File: src/rtl/aiw_pkg.sv
package aiw_pkg;
    localparam int DATA_W  = 8;
    localparam int PTR_W   = 5;
    localparam int DEPTH   = 1 << PTR_W;
    localparam int STEP_B  = PTR_W;
    localparam int MODE_W  = DATA_W - PTR_W - 1;

    typedef enum logic {
        ST_FIXED = 1'b0,
        ST_STEP  = 1'b1
    } aiw_state_e;
endpackage

File: src/rtl/aiw_ptr_ctrl.sv
module aiw_ptr_ctrl
    import aiw_pkg::*;
#(
    parameter int P_DATA_W = DATA_W,
    parameter int P_PTR_W  = PTR_W
) (
    input  logic                clk,
    input  logic                rst_n,
    input  logic                addr_wr,
    input  logic [P_DATA_W-1:0] addr_wdata,
    input  logic                data_acc,
    output logic [P_DATA_W-1:0] addr_q,
    output logic [P_PTR_W-1:0]  ptr
);
    localparam int L_MODE_W = P_DATA_W - P_PTR_W - 1;
    localparam logic [P_PTR_W-1:0] PTR_TOP = '1;

    aiw_state_e state_q, state_d;
    logic [P_PTR_W-1:0]  ptr_q;
    logic [L_MODE_W-1:0] mode_q;

    always_ff @(posedge clk or negedge rst_n) begin
        if (!rst_n) state_q <= ST_FIXED;
        else        state_q <= state_d;
    end

    always_comb begin
        state_d = state_q;
        unique case (state_q)
            ST_FIXED: begin
                if (addr_wr && addr_wdata[P_PTR_W]) state_d = ST_STEP;
            end
            ST_STEP: begin
                if (addr_wr && !addr_wdata[P_PTR_W])  state_d = ST_FIXED;
                else if (!addr_wr && data_acc && ptr_q == PTR_TOP) state_d = ST_FIXED;
            end
            default: state_d = ST_FIXED;
        endcase
    end

    always_ff @(posedge clk or negedge rst_n) begin
        if (!rst_n) begin
            ptr_q  <= '0;
            mode_q <= '0;
        end else if (addr_wr) begin
            ptr_q  <= addr_wdata[P_PTR_W-1:0];
            mode_q <= addr_wdata[P_DATA_W-1:P_PTR_W+1];
        end else if (data_acc && state_q == ST_STEP) begin
            ptr_q  <= ptr_q + P_PTR_W'(1);
        end
    end

    always_comb begin
        addr_q = {mode_q, (state_q == ST_STEP), ptr_q};
        ptr    = ptr_q;
    end
endmodule

File: src/rtl/aiw_regbank.sv
module aiw_regbank
    import aiw_pkg::*;
#(
    parameter int P_DATA_W = DATA_W,
    parameter int P_PTR_W  = PTR_W
) (
    input  logic                clk,
    input  logic                rst_n,
    input  logic                we,
    input  logic [P_PTR_W-1:0]  idx,
    input  logic [P_DATA_W-1:0] din,
    output logic [P_DATA_W-1:0] dout
);
    localparam int L_DEPTH = 1 << P_PTR_W;

    logic [P_DATA_W-1:0] ent [L_DEPTH];

    for (genvar g = 0; g < L_DEPTH; g++) begin : g_ent
        always_ff @(posedge clk or negedge rst_n) begin
            if (!rst_n)                           ent[g] <= '0;
            else if (we && idx == P_PTR_W'(g))    ent[g] <= din;
        end
    end

    assign dout = ent[idx];
endmodule

File: src/rtl/aiw_access_window.sv
module aiw_access_window
    import aiw_pkg::*;
(
    input  logic              clk,
    input  logic              rst_n,
    input  logic              sel_data,
    input  logic              wr_en,
    input  logic              rd_en,
    input  logic [DATA_W-1:0] wdata,
    output logic [DATA_W-1:0] rdata
);
    logic              clash;
    logic              addr_wr, addr_rd, data_wr, data_rd, data_acc;
    logic [DATA_W-1:0] addr_q;
    logic [PTR_W-1:0]  ptr;
    logic [DATA_W-1:0] bank_out;
    logic [DATA_W-1:0] rdata_q;

    always_comb begin
        clash    = wr_en & rd_en;
        addr_wr  = !sel_data & wr_en & !clash;
        addr_rd  = !sel_data & rd_en & !clash;
        data_wr  =  sel_data & wr_en & !clash;
        data_rd  =  sel_data & rd_en & !clash;
        data_acc = data_wr | data_rd;
    end

    aiw_ptr_ctrl #(.P_DATA_W(DATA_W), .P_PTR_W(PTR_W)) u_ptr (
        .clk       (clk),
        .rst_n     (rst_n),
        .addr_wr   (addr_wr),
        .addr_wdata(wdata),
        .data_acc  (data_acc),
        .addr_q    (addr_q),
        .ptr       (ptr)
    );

    aiw_regbank #(.P_DATA_W(DATA_W), .P_PTR_W(PTR_W)) u_bank (
        .clk  (clk),
        .rst_n(rst_n),
        .we   (data_wr),
        .idx  (ptr),
        .din  (wdata),
        .dout (bank_out)
    );

    always_ff @(posedge clk or negedge rst_n) begin
        if (!rst_n)       rdata_q <= '0;
        else if (data_rd) rdata_q <= bank_out;
        else if (addr_rd) rdata_q <= addr_q;
    end

    assign rdata = rdata_q;
endmodule

File: config.mk
export PLATFORM = sky130hd
export DESIGN_NAME = aiw_access_window
export DESIGN_NICKNAME = d
export VERILOG_FILES = /design/src/rtl/aiw_pkg.sv /design/src/rtl/aiw_ptr_ctrl.sv /design/src/rtl/aiw_regbank.sv /design/src/rtl/aiw_access_window.sv
export SDC_FILE = /design/constraint.sdc
export NUM_CORES = 1
export LEC_CHECK = 0
export BUFFER_PORTS_ARGS = -buffer_cell sky130_fd_sc_hd__buf_2
export CORE_ASPECT_RATIO = 1.1
export CORE_MARGIN = 2
export CORE_UTILIZATION = 30
export DETAILED_ROUTE_END_ITERATION = 12
export SLEW_MARGIN = 25
export SYNTH_ARGS = -nofsm -noshare
export SYNTH_HDL_FRONTEND = slang
export SYNTH_SLANG_ARGS = --single-unit
File: constraint.sdc
create_clock -name clk -period 3.4 [get_ports clk]
set_clock_uncertainty 0.05 [all_clocks]
set_input_delay 0.34 -clock clk [delete_from_list [all_inputs] [get_ports clk]]
set_output_delay 0.34 -clock clk [all_outputs]
set_load 0.02 [all_outputs]
==> flow_metrics.tcl <==
set metrics [dict create \
    drive_gt1_share_pct 44.7 \
    dr.pass1.iters 5 \
    crit_arrival_ps 3000 \
    dr.first_iter.drc_count 463 \
    p_leak_nw 6.74 \
    setup_viol 0 \
    whs_ps 274 \
    maxCapViolations 0 \
    path_max_fanout 21 \
    ctsResizeCount 0 \
    synthArstFlopShare_pct 100 \
    synth_cell_types 44 \
    areaGrowthSynthToFinish_pct 13.1 \
    clock_latency_ps 560 \
    yosys.area.top_type "dfrtp_1" \
    synth_area_sq_um 12800 \
    diodes 0 \
    synth_cells 909 \
    critical_path_required_ps 3790 \
    yosysMostFrequentCell "dfrtp_1" \
    post-route-min-period_ps 2610 \
    rsz0062_at_grt "no" \
    power_mw 10.7 \
    max_freq_mhz 383 \
    grt_usage_pct 14.1 \
    die_w_um 201 \
    antenna_found_initial 0 \
    hold_class "in -> reg" \
    cts_setup_buffers 0 \
    synth_edf_count 0 \
    ir_drop_mv 0.367 \
    num_io_pins 21 \
    core_area_sq_um 42100 \
    wire_per_inst_um 20.5 \
    fillCellCount 4185 \
    synthTopCellsByCount "dfrtp_1 (272), mux2_2 (258), mux2i_1 (62)" \
    grt-ovfl-total 0 \
    endpoint_kind "flip-flop" \
    maxSlewViolCount 0 \
    num_rows 79 \
    dpl.hpwl_mm 19.7 \
    cts_tree "built" \
    route.vias.total 7404 \
    status "finished clean" \
    grt_max_degree 106 \
    ys.flop_type "dfrtp_1" \
    instances_no_fill 1503 \
    drcViolationCount 0 \
    use_met1_pct 18.7 \
    pre_cts_ws_ps 779 \
    fin_crit_sh_pct 76.7 \
    final.setup.tns_ps 0 \
    via_per_inst 4.93 \
    netlist_top_cells_area "dfrtp_1 (53%), mux2_2 (23%), mux4_2 (6.4%), mux2i_1 (4.9%), clkbuf_1 (1.2%)" \
    grt_pass1_vias 7784 \
    stdcell_area_sq_um 14400 \
    startpoint_type "flip-flop" \
    avgSynthCellArea_sq_um 14.0 \
    final_core_util_pct 34.3 \
    dp_cells 1450 \
    h-tree-depth 1 \
    initial_core_util_pct 30.3 \
    ys_ff_latch 272 \
    synth_nets 928 \
    place_congestion 0.836 \
    busiest_layer "met2" \
    cts_hold_buf 1 \
    routed_wirelength_mm 30.8 \
    dpl_cell_area_sq_um 13500 \
    die_area_sq_um 44200 \
    cts_buffer_depth 3 \
    ant_nets 0 \
    slew_headroom_pct 39.4 \
    path_clk_slew_ps 70 \
    nets 933 \
    clock-sinks 272 \
    layout_setup_ws_ps 791 \
    ctsRootBufferMaster "clkbuf_16" \
    netlist.area_leader.share_pct 53.3 \
    cts_buffers 28 \
    use_met3_pct 2.33 \
    fp.dieH_um 220 \
    hold_viol 0 \
    powerDensity_nw_per_um2 739 \
    seq_area_frac_synth_pct 53.3 \
    grt_use_met2_pct 23.9 \
    yosysWarnings 0 \
    tightestPinTransition_ps 909 \
    grt_pass1_wl_mm 48.1 \
    io_buffers 20 \
    path_class "reg -> reg" \
]
==> cells by family (layout without fill, tap and decap cells) <==
| logic type | Yosys count | after routing | share of synthesized area [%] |
|---|---|---|---|
| buffers and inverters | 71 | 98 | 2.61 |
| adder cells (fa/ha/maj) | 6 | 6 | 0.588 |
| flip-flops | 272 | 272 | 53.3 |
| XOR/XNOR | 4 | 4 | 0.275 |
| AND/OR/NAND/NOR | 124 | 124 | 5.33 |
| multiplexers | 357 | 357 | 34.1 |
| AO/OA/AOI/OAI | 75 | 75 | 3.78 |
==> path summary, 6_finish.rpt <==
check / startpoint / endpoint / slack (ps) / cells past startpoint
max: u_ptr.ptr[0]$_DFFE_PN0P_ / u_bank.ent[241]$_DFFE_PN0P_ / 790 / 5
min: sel_data / rdata[2]$_DFFE_PN0P_ / 270 / 5
max reg2reg: u_ptr.ptr[0]$_DFFE_PN0P_ / u_bank.ent[241]$_DFFE_PN0P_ / 790 / 5
min reg2reg: u_bank.ent[134]$_DFFE_PN0P_ / u_bank.ent[134]$_DFFE_PN0P_ / 450 / 1
max in group asynchronous: rst_n / u_bank.ent[230]$_DFFE_PN0P_ / 1890 / 3
min in group asynchronous: rst_n / u_bank.ent[67]$_DFFE_PN0P_ / 400 / 2
==> cell type report <==
type                    count  area (sq um)  area share [%]
clock inverters            14           141           0.980
well taps                 567           709            4.92
multi-input cells         566          5620            39.0
clock buffers              38           820            5.68
repair buffers             41           308            2.13
inverters                   5          18.8           0.130
flip-flops and latches    272          6810            47.2
==> where the power goes <==
group | total, mW | internal [mW] | switching [mW]
Clock | 3.18 | 1.85 | 1.33
Combinational | 2.79 | 1.46 | 1.33
Sequential | 4.70 | 4.11 | 0.588
==> metal layers <==
| metal | share of wire [%] | vias up |
|---|---|---|
| li1 | - | 3326 |
| met1 | 45 | 3903 |
| met2 | 48 | 134 |
| met3 | 4.5 | 41 |
| met4 | 2.3 | 0 |
| met5 | 0 | - |
==> flip-flops by register name (all words and copies together) (netlist names) <==
signal	count
u_bank.ent	256
rdata	8
u_ptr.state_q	1
u_ptr.ptr	5
u_ptr.mode_q	2
==> critical path, cell delays in order, from the launching register on <==
cell	delay, ps
dfrtp_2	800
ha_1	260
nand3_1	90
or3_1	520
nor3_4	380
mux2_2	380
==> cell usage in the layout, fill, tap and decap left out, types with 3 or more instances in the layout <==
| master | instances |
|---|---|
| dfrtp_1 | 270 |
| mux2_2 | 258 |
| mux2i_1 | 62 |
| mux4_2 | 36 |
| a21oi_1 | 29 |
| clkbuf_16 | 29 |
| nand2_1 | 26 |
| nand2_2 | 23 |
| buf_2 | 19 |
| nor2_1 | 18 |
| buf_4 | 17 |
| nand3_1 | 15 |
| a22oi_1 | 15 |
| o21ai_0 | 9 |
| a22o_1 | 8 |
| and2_1 | 7 |
| and3_1 | 6 |
| nor2b_1 | 6 |
| a41oi_1 | 6 |
| ha_1 | 6 |
| clkbuf_8 | 6 |
| inv_1 | 5 |
| clkinv_2 | 5 |
| nand2b_1 | 4 |
| xnor2_1 | 4 |
| clkinvlp_4 | 4 |
| nor3_1 | 3 |
| nor2_4 | 3 |
| clkbuf_1 | 3 |
| buf_12 | 3 |
No activity file was read; power rests on OpenSTA's default activity.
